## src/rtl/sif_pkg.sv

```systemverilog
package sif_pkg;
    localparam int DATA_W = 8;
    localparam int ADDR_W = 2;
    localparam int FLAG_N = 3;

    // flag index: 0 = transmit empty, 1 = receive full, 2 = overrun
    localparam int F_TXE = 0;
    localparam int F_RXF = 1;
    localparam int F_OVR = 2;

    localparam int CTRL_TIE_BIT = 7;
    localparam int CTRL_RIE_BIT = 6;

    typedef enum logic [ADDR_W-1:0] {
        REG_CTRL = 2'd0,
        REG_STAT = 2'd1,
        REG_TXD  = 2'd2,
        REG_RXD  = 2'd3
    } reg_addr_e;

    function automatic int stat_bit(input int idx);
        return 7 - idx;
    endfunction

    typedef struct packed {
        logic              tie;
        logic              rie;
        logic [DATA_W-1:0] txd;
        logic [DATA_W-1:0] rxd;
    } core_state_t;
endpackage

```

## src/rtl/sif_flag.sv

```systemverilog
module sif_flag #(
    parameter bit RST_VAL = 1'b0
) (
    input  logic clk,
    input  logic rst_n,
    input  logic hw_set_i,
    input  logic hw_clr_i,
    input  logic sw_read_i,
    input  logic sw_clr_i,
    output logic flag_o
);
    typedef struct packed {
        logic flag;
        logic armed;
    } flag_state_t;

    flag_state_t st_d, st_q;
    logic        clr_hit;

    always_comb begin
        st_d    = st_q;
        clr_hit = (sw_clr_i && st_q.armed) || hw_clr_i;
        if (clr_hit) begin
            st_d.flag  = 1'b0;
            st_d.armed = 1'b0;
        end
        if (sw_read_i && st_q.flag && !clr_hit) begin
            st_d.armed = 1'b1;
        end
        if (hw_set_i) begin
            st_d.flag = 1'b1;
        end
        if (!st_d.flag) begin
            st_d.armed = 1'b0;
        end
    end

    always_ff @(posedge clk or negedge rst_n) begin
        if (!rst_n) begin
            st_q.flag  <= RST_VAL;
            st_q.armed <= 1'b0;
        end else begin
            st_q <= st_d;
        end
    end

    assign flag_o = st_q.flag;

    assert_unarmed_keeps_R7: assert property (@(posedge clk) disable iff (!rst_n)
        (st_q.flag && sw_clr_i && !st_q.armed && !hw_clr_i) |=> st_q.flag);

    assert_set_wins_R9: assert property (@(posedge clk) disable iff (!rst_n)
        hw_set_i |=> st_q.flag);

    assert_no_sw_set_R8: assert property (@(posedge clk) disable iff (!rst_n)
        (!st_q.flag && !hw_set_i) |=> !st_q.flag);
endmodule

```

## src/rtl/sif_irq.sv

```systemverilog
module sif_irq (
    input  logic tie_i,
    input  logic rie_i,
    input  logic txe_i,
    input  logic rxf_i,
    input  logic ovr_i,
    output logic tx_irq_o,
    output logic rx_irq_o,
    output logic err_irq_o
);
    always_comb begin
        tx_irq_o  = tie_i && txe_i;
        rx_irq_o  = rie_i && rxf_i;
        err_irq_o = rie_i && ovr_i;
    end
endmodule

```

## src/rtl/serial_irq_flags.sv

```systemverilog
module serial_irq_flags
    import sif_pkg::*;
(
    input  logic              clk,
    input  logic              rst_n,
    input  logic [ADDR_W-1:0] addr_i,
    input  logic              rd_en_i,
    input  logic              wr_en_i,
    input  logic [DATA_W-1:0] wdata_i,
    output logic [DATA_W-1:0] rdata_o,
    input  logic              tx_load_i,
    input  logic              rx_load_i,
    input  logic [DATA_W-1:0] rx_byte_i,
    output logic [DATA_W-1:0] tx_byte_o,
    output logic              tx_irq_o,
    output logic              rx_irq_o,
    output logic              err_irq_o
);
    core_state_t       cs_d, cs_q;
    logic [FLAG_N-1:0] flags;
    logic [FLAG_N-1:0] hw_set;
    logic [FLAG_N-1:0] hw_clr;
    logic [FLAG_N-1:0] sw_clr;
    logic              stat_rd;
    logic              stat_wr;
    logic              rxd_take;

    always_comb begin
        stat_rd  = rd_en_i && (addr_i == REG_STAT);
        stat_wr  = wr_en_i && (addr_i == REG_STAT);
        rxd_take = rx_load_i && !flags[F_RXF];

        hw_set         = '0;
        hw_set[F_TXE]  = tx_load_i;
        hw_set[F_RXF]  = rx_load_i;
        hw_set[F_OVR]  = rx_load_i && flags[F_RXF];

        hw_clr         = '0;
        hw_clr[F_TXE]  = wr_en_i && (addr_i == REG_TXD);

        for (int i = 0; i < FLAG_N; i++) begin
            sw_clr[i] = stat_wr && !wdata_i[stat_bit(i)];
        end
    end

    for (genvar g = 0; g < FLAG_N; g++) begin : g_flag
        sif_flag #(.RST_VAL(g == F_TXE)) u_flag (
            .clk      (clk),
            .rst_n    (rst_n),
            .hw_set_i (hw_set[g]),
            .hw_clr_i (hw_clr[g]),
            .sw_read_i(stat_rd),
            .sw_clr_i (sw_clr[g]),
            .flag_o   (flags[g])
        );
    end

    always_comb begin
        cs_d = cs_q;
        if (wr_en_i && (addr_i == REG_CTRL)) begin
            cs_d.tie = wdata_i[CTRL_TIE_BIT];
            cs_d.rie = wdata_i[CTRL_RIE_BIT];
        end
        if (wr_en_i && (addr_i == REG_TXD)) begin
            cs_d.txd = wdata_i;
        end
        if (rxd_take) begin
            cs_d.rxd = rx_byte_i;
        end
    end

    always_ff @(posedge clk or negedge rst_n) begin
        if (!rst_n) begin
            cs_q <= '0;
        end else begin
            cs_q <= cs_d;
        end
    end

    always_comb begin
        rdata_o = '0;
        case (reg_addr_e'(addr_i))
            REG_CTRL: begin
                rdata_o[CTRL_TIE_BIT] = cs_q.tie;
                rdata_o[CTRL_RIE_BIT] = cs_q.rie;
            end
            REG_STAT: begin
                for (int i = 0; i < FLAG_N; i++) begin
                    rdata_o[stat_bit(i)] = flags[i];
                end
            end
            REG_TXD: rdata_o = cs_q.txd;
            REG_RXD: rdata_o = cs_q.rxd;
            default: rdata_o = '0;
        endcase
    end

    assign tx_byte_o = cs_q.txd;

    sif_irq u_irq (
        .tie_i    (cs_q.tie),
        .rie_i    (cs_q.rie),
        .txe_i    (flags[F_TXE]),
        .rxf_i    (flags[F_RXF]),
        .ovr_i    (flags[F_OVR]),
        .tx_irq_o (tx_irq_o),
        .rx_irq_o (rx_irq_o),
        .err_irq_o(err_irq_o)
    );

    assert_ovr_needs_full_R6: assert property (@(posedge clk) disable iff (!rst_n)
        $rose(flags[F_OVR]) |-> $past(flags[F_RXF]));

    assert_rxd_kept_R6: assert property (@(posedge clk) disable iff (!rst_n)
        (rx_load_i && flags[F_RXF]) |=> $stable(cs_q.rxd));

    assert_irq_needs_enable_R10: assert property (@(posedge clk) disable iff (!rst_n)
        ((tx_irq_o |-> cs_q.tie) and ((rx_irq_o || err_irq_o) |-> cs_q.rie)));
endmodule

```

## config.mk

```make
export PLATFORM = sky130hd
export DESIGN_NAME = serial_irq_flags
export DESIGN_NICKNAME = d
export VERILOG_FILES = /design/src/rtl/sif_pkg.sv /design/src/rtl/sif_flag.sv /design/src/rtl/sif_irq.sv /design/src/rtl/serial_irq_flags.sv
export SDC_FILE = /design/constraint.sdc
export NUM_CORES = 1
export LEC_CHECK = 0
export ABC_AREA = 1
export BUFFER_PORTS_ARGS = -buffer_cell sky130_fd_sc_hd__buf_4
export CORE_UTILIZATION = 49
export DETAILED_ROUTE_END_ITERATION = 10
export MAX_ROUTING_LAYER = met4
export PLACE_DENSITY = 0.86
export SETUP_SLACK_MARGIN = 0.4
export SYNTH_ARGS = -nofsm -noshare
export SYNTH_HDL_FRONTEND = slang
export SYNTH_SLANG_ARGS = --single-unit
export TNS_END_PERCENT = 10
```

## constraint.sdc

```tcl
create_clock -name clk -period 1.4 [get_ports clk]
set_input_delay 0.21 -clock clk [delete_from_list [all_inputs] [get_ports clk]]
set_output_delay 0.21 -clock clk [all_outputs]
set_load 0.005 [all_outputs]
```

==> results of run 1 <==
-- cell type report --
class	instances	area (um^2)	share of cell area
timing repair buffer	47	404	0.236
inverter	14	52.6	0.0307
tap	28	35.0	0.0205
clock buffer	4	36.3	0.0212
multi-input combinational	85	582	0.340
sequential	24	603	0.352
-- routing by layer --
layer	wire length (um)	vias to the layer above	global-route usage
li1	-	516	-
met1	1310	534	0.293
met2	1530	44	0.426
met3	137	8	0.0319
met4	62	0	0.101
met5	0	-	-
-- cells in the final DEF, fill, tap and decap left out, types with 2 or more instances in the layout --
cell type	Yosys	routed
o211ai_1	3	3
inv_2	0	5
nand3_1	10	10
buf_4	8	33
inv_1	14	9
nand2_4	2	4
mux2_4	0	8
buf_6	2	13
o21ai_2	3	3
nor2_1	4	4
nand2_2	1	2
clkbuf_4	0	3
nor2_4	2	2
nand2_1	39	35
o21ai_0	2	2
a22o_1	5	5
dfrtp_1	23	22
o2111ai_2	0	2
-- cells in the mapped netlist --
cell type	count	area share
mux2_2	8	0.072
nand2_2	1	0.0050
buf_4	8	0.048
o21ai_0	2	0.0080
dfrtp_1	23	0.46
a22o_1	5	0.035
o21ai_2	3	0.021
buf_2	1	0.0040
o211ai_1	3	0.018
a21o_1	1	0.0060
dfstp_2	1	0.021
inv_1	14	0.042
nand2_4	2	0.018
nor2_4	2	0.018
o2111ai_1	3	0.021
nand4_1	1	0.0050
nor2_1	4	0.012
nand3_1	10	0.040
nand3_2	1	0.0080
buf_6	2	0.018
nand2_1	39	0.12
-- worst reg2reg max path, stage by stage, from the launching register on --
cell,delay (ns)
dfrtp_1,0.43
inv_2,0.09
buf_6,0.12
nand2_8,0.08
mux2_4,0.31
-- cell families (layout without fill, tap and decap cells) --
| kind of cell | after synthesis | count (layout) | share of synthesized area |
|---|---|---|---|
| simple gates | 60 | 60 | 0.224 |
| buf+inv | 25 | 65 | 0.112 |
| flops | 24 | 24 | 0.482 |
| compound gates | 17 | 17 | 0.109 |
| mux | 8 | 8 | 0.0722 |
-- state kept, by name, indices dropped and copies added (netlist names) --
signal,flops
cs_q,10
tx_byte_o,8
g_flag.u_flag.flag_o,3
g_flag.u_flag.st_q,3
-- where the power goes --
group / switching [uW] / internal, uW / leakage [uW]
clock network: 207 / 159 / 0.0000210
registers: 114 / 840 / 0.000286
logic: 220 / 368 / 0.000607
-- stage by stage --
stage	cells	total power (uW)	hold WS, ns	util
2_1_floorplan	134	1220	-0.0856	-
3_3_place_gp	193	1390	0.120	0.660
3_5_place_dp	193	1420	0.125	0.660
4_1_cts	202	1900	0.0932	0.740
5_1_grt	202	2010	0.0881	0.746
6_report	202	1910	0.0974	0.746
-- what timing repair did --
action,4_1_cts,5_1_grt
hold buffers,1,0
buffers inserted,4,0
pin swaps,10,12
gates resized for setup,29,6
hold endpoints to repair,23,0
endpoints found under the setup margin,27,28
-- worst max-delay path by stage --
stage	slack, ns	startpoint	cells past startpoint	endpoint
3_3_place_gp	0.17	addr_i[1]	6	rdata_o[6]
4_1_cts	-0.002	g_flag[0].u_flag.flag_o	3	rdata_o[7]
6_report	-0.003	g_flag[0].u_flag.flag_o	3	rdata_o[7]
5_1_grt	-0.06	g_flag[0].u_flag.flag_o	3	rdata_o[7]
2_1_floorplan	0.41	g_flag[1].u_flag.flag_o	3	cs_q[0]
3_5_place_dp	0.11	addr_i[1]	6	rdata_o[7]
==> run metrics, run 1 <==
outcome finished, violations left; failing checks negative setup slack; initial antenna violation count 0; vias per inst roughly 5.5; Max VDD drop approximately 0.8 mV; fmax 713 MHz; post-synthesis sequential area ratio 0.482; antenna-violating nets left 0; Avg Cell Area, Syn between 9 and 10 um^2; dpl cell area between 0.0015 and 0.002 mm^2; synth unique cells 21; Fillers between 150 and 200; Clock Latency Late Sink about 0.31 ns; Max Clock Skew 0.00164 ns; Worst Tran Pin Value between 0.3 and 0.4 ns; largest net degree at the start of global routing 25; buffers added on ports between 40 and 50; design area 0.00171 mm^2; drt first pass iters 4; CTS Buf Count 3; PwrDens approximately 1100 mW/mm^2; r2r setup slk 0.26 ns; Hold Crit Depth 3; crit path kind reg2out; Synth-to-Final Area Change 37.3%; Final Hold Viols 0; Warnings, synthesis 0; Max Cap Viol 0; n_diodes 0; drt total wl 3040 um; r2r startpoint g_flag[1].u_flag.flag_o; Max H-tree Level 1; critical path's top delay family flip-flops; 1st-iter DRT viols 15; CP required between 1 and 1.5 ns; total number of vias about 1.1k; slowest CP cell dfstp_2; DR WL/cell approximately 15 um; effective utilization at floorplan 0.543; clock-pin slew on the worst setup and hold paths ~0.13 ns; Fin Setup TNS -0.00299 ns; global-route wire length before repair roughly 4700 um; GPL Wtd Cong between 0.7 and 0.8; Pleak 0.000914 uW; Syn Nets approximately 160; # IOs between 40 and 50; vias in the first global route between 1k and 1.5k; CP arrival about 1.2 ns; startpoint types flop; relative max-transition margin 0.747; grt ovf 0; clk root buf clkbuf_4; Hold Crit Class in2reg; share of layout cells above drive strength 1 0.460; Yosys reg bits 24; CP Cell Sequence inv_2, o2111ai_2, buf_4; RSZ-0062 raised after global routing true; critical path peak fanout 2; min-delay src tx_load_i; setup violators final 1; Mapped Area about 0.0012 mm^2; Synth Instances 134; Final min period approximately 1.4 ns; chip width between 50 and 60 um; die area around 0.0028 mm^2; CP Capture Type output pin; Max stage delay on crit path about 0.56 ns; Hold Crit Endpoint g_flag[0].u_flag.flag_o; maximum clock insertion buffer count 2; Detailed Place HPWL roughly 2100 um; R2R depth 4; core box area approximately 0.0023 mm^2; TritonCTS clock tree built; DRC 0; nets@finish roughly 200; height of the chip roughly 52 um; Global Route Usage Sum 0.248; Buffers & Inverters on Critical Path 2; crit share post-route 1.00; reg2reg end cs_q[1]; Slew Viols, Final 0; FP Rows 17; clock sinks 24; Place WS around 0.11 ns; Setup WS post-layout -0.00299 ns
No activity file was read; power rests on OpenSTA's default activity.
==> run 2, diff against run 1 <==
--- a/config.mk
+++ b/config.mk
@@ -7,6 +7,7 @@
 export LEC_CHECK = 0
 export ABC_AREA = 1
 export BUFFER_PORTS_ARGS = -buffer_cell sky130_fd_sc_hd__buf_4
+export CORE_MARGIN = 2
 export CORE_UTILIZATION = 49
 export DETAILED_ROUTE_END_ITERATION = 10
 export MAX_ROUTING_LAYER = met4
==> run metrics, run 2 (synthesis gave the netlist of run 1 again) <==
outcome finished, violations left; failing checks negative setup slack; slowest CP cell dfstp_2; P_int about 1500 uW; 1st-iter DRT viols 13; Final Hold Viols 0; Max VDD drop about 1.1 mV; combinational power share 0.291; Global Route Usage Sum 0.240; die area about 0.0030 mm^2; Sw Pwr approximately 560 uW; clk root buf clkbuf_4; relative max-transition margin 0.762; critical path peak fanout 2; effective utilization at floorplan 0.508; clock-pin slew on the worst setup and hold paths about 0.13 ns; grt ovf 0; part of the power in the clock network 0.250; Setup WS post-layout -0.0454 ns; Detailed Place HPWL about 2000 um; Fin Setup TNS -0.0478 ns; crit path kind reg2out; Slew Viols, Final 0; CP endpoint rdata_o[7]; crit share post-route 1.03; Fillers approximately 180; CP arrival approximately 1.2 ns; hold slack 0.0759 ns; CP Capture Type output pin; maximum clock insertion buffer count 2; Max stage delay on crit path 0.57 ns; largest net degree at the start of global routing 25; met3 Track Usage GR 0.0410; RSZ-0062 raised after global routing true; antenna-violating nets left 0; drt total wl around 3100 um; Hold Crit Class in2reg; Max Cap Viol 0; Core Util, Final 0.713; GRT busiest layer met2; startpoint types flop; commonest non-fill, non-tap cell in the layout nand2_1; GPL Wtd Cong 0.799; TritonCTS clock tree built; setup violators final 2; Largest register FFs 10; crit path from g_flag[0].u_flag.flag_o; Non-Filler Instances just over 200; CP required approximately 1.2 ns; PwrDens about 1200 mW/mm^2; core box area ~0.0025 mm^2; Max Clock Skew just under 0.006 ns; Max H-tree Level 1; clock sinks 24; Switching Share 0.272; DRC 0; fmax about 700 MHz; most flop-heavy register cs_q; DR WL/cell around 15 um; FP Rows 18; chip width approximately 54 um; vias in the first global route about 1.0k; total number of vias roughly 1.1k; buffers added on ports 42; Clock Latency Late Sink roughly 0.33 ns; Worst Tran Pin Value between 0.3 and 0.4 ns; n_diodes 0; Pleak roughly 0.00093 uW; R2R depth 4; sequential share of power 0.459; Final min period 1.45 ns; CP Cell Sequence inv_2, o2111ai_2, buf_4; reg2reg end cs_q[3]; drt first pass iters 5; Cells after DPL just under 200; global-route wire length before repair 4750 um; most frequent cells in the layout nand2_1 (36), buf_4 (35), dfrtp_1 (23); height of the chip between 50 and 60 um; GR Util met2 0.382; # IOs 43; vias per inst 5.39; Synth-to-Final Area Change 40.3%; r2r startpoint g_flag[1].u_flag.flag_o; CTS Buf Count 3; r2r setup slk 0.28 ns; GR Layer Usage met1 0.289; initial antenna violation count 0; share of layout cells above drive strength 1 0.466; nets@finish around 200
run 2: area by class of cell:
cell class | count | area, um^2 | area share
Tap cell | 30 | 37.5 | 0.0214
Sequential cell | 24 | 602 | 0.344
Inverter | 14 | 52.6 | 0.0300
Clock inverter | 1 | 30.0 | 0.0172
Timing Repair Buffer | 49 | 419 | 0.239
Multi-Input combinational cell | 85 | 587 | 0.335
Clock buffer | 3 | 22.5 | 0.0129
run 2: power groups by stage:
stage	sequential, uW	clock (uW)	combinational, uW
6_report	949	516	601
5_1_grt	962	542	659
4_1_cts	944	509	593
3_5_place_dp	950	0	467
3_3_place_gp	939	0	449
2_1_floorplan	919	0	296
run 2: worst min path at each step:
stage	cells after the start	to	from
3_3_place_gp	1	tx_byte_o[4]	rst_n
2_1_floorplan	0	cs_q[0]	rst_n
5_1_grt	3	g_flag[0].u_flag.flag_o	tx_load_i
3_5_place_dp	1	tx_byte_o[3]	rst_n
4_1_cts	3	g_flag[0].u_flag.flag_o	tx_load_i
6_report	3	g_flag[0].u_flag.flag_o	tx_load_i
run 2: metal layers:
metal	wire, um	vias up
met2	1620	42
li1	-	516
met3	146	6
met5	0	-
met1	1320	546
met4	57	0
run 2: worst max-delay path, delay by kind of cell, from the launching register on:
| kind | cells | cell delay (ns) |
|---|---|---|
| compound gates | 1 | 0.16 |
| flops | 1 | 0.57 |
| buf+inv | 2 | 0.18 |
run 2: stage by stage:
stage	total power (uW)	area, um^2	setup WS (ns)
final	2070	1750	-0.0454
after global placement	1390	1520	0.140
after detailed placement	1420	1520	0.100
after CTS	2050	1730	-0.0435
after floorplan	1220	1250	0.405
after global routing	2160	1750	-0.0869
run 2: what timing repair did:
item | in CTS | in global routing
gates resized for setup | 30 | 5
endpoints found under the setup margin | 27 | 29
buffers inserted | 6 | 0
pin swaps | 12 | 6
hold buffers | 1 | 0
endpoints found under the hold margin | 23 | 0
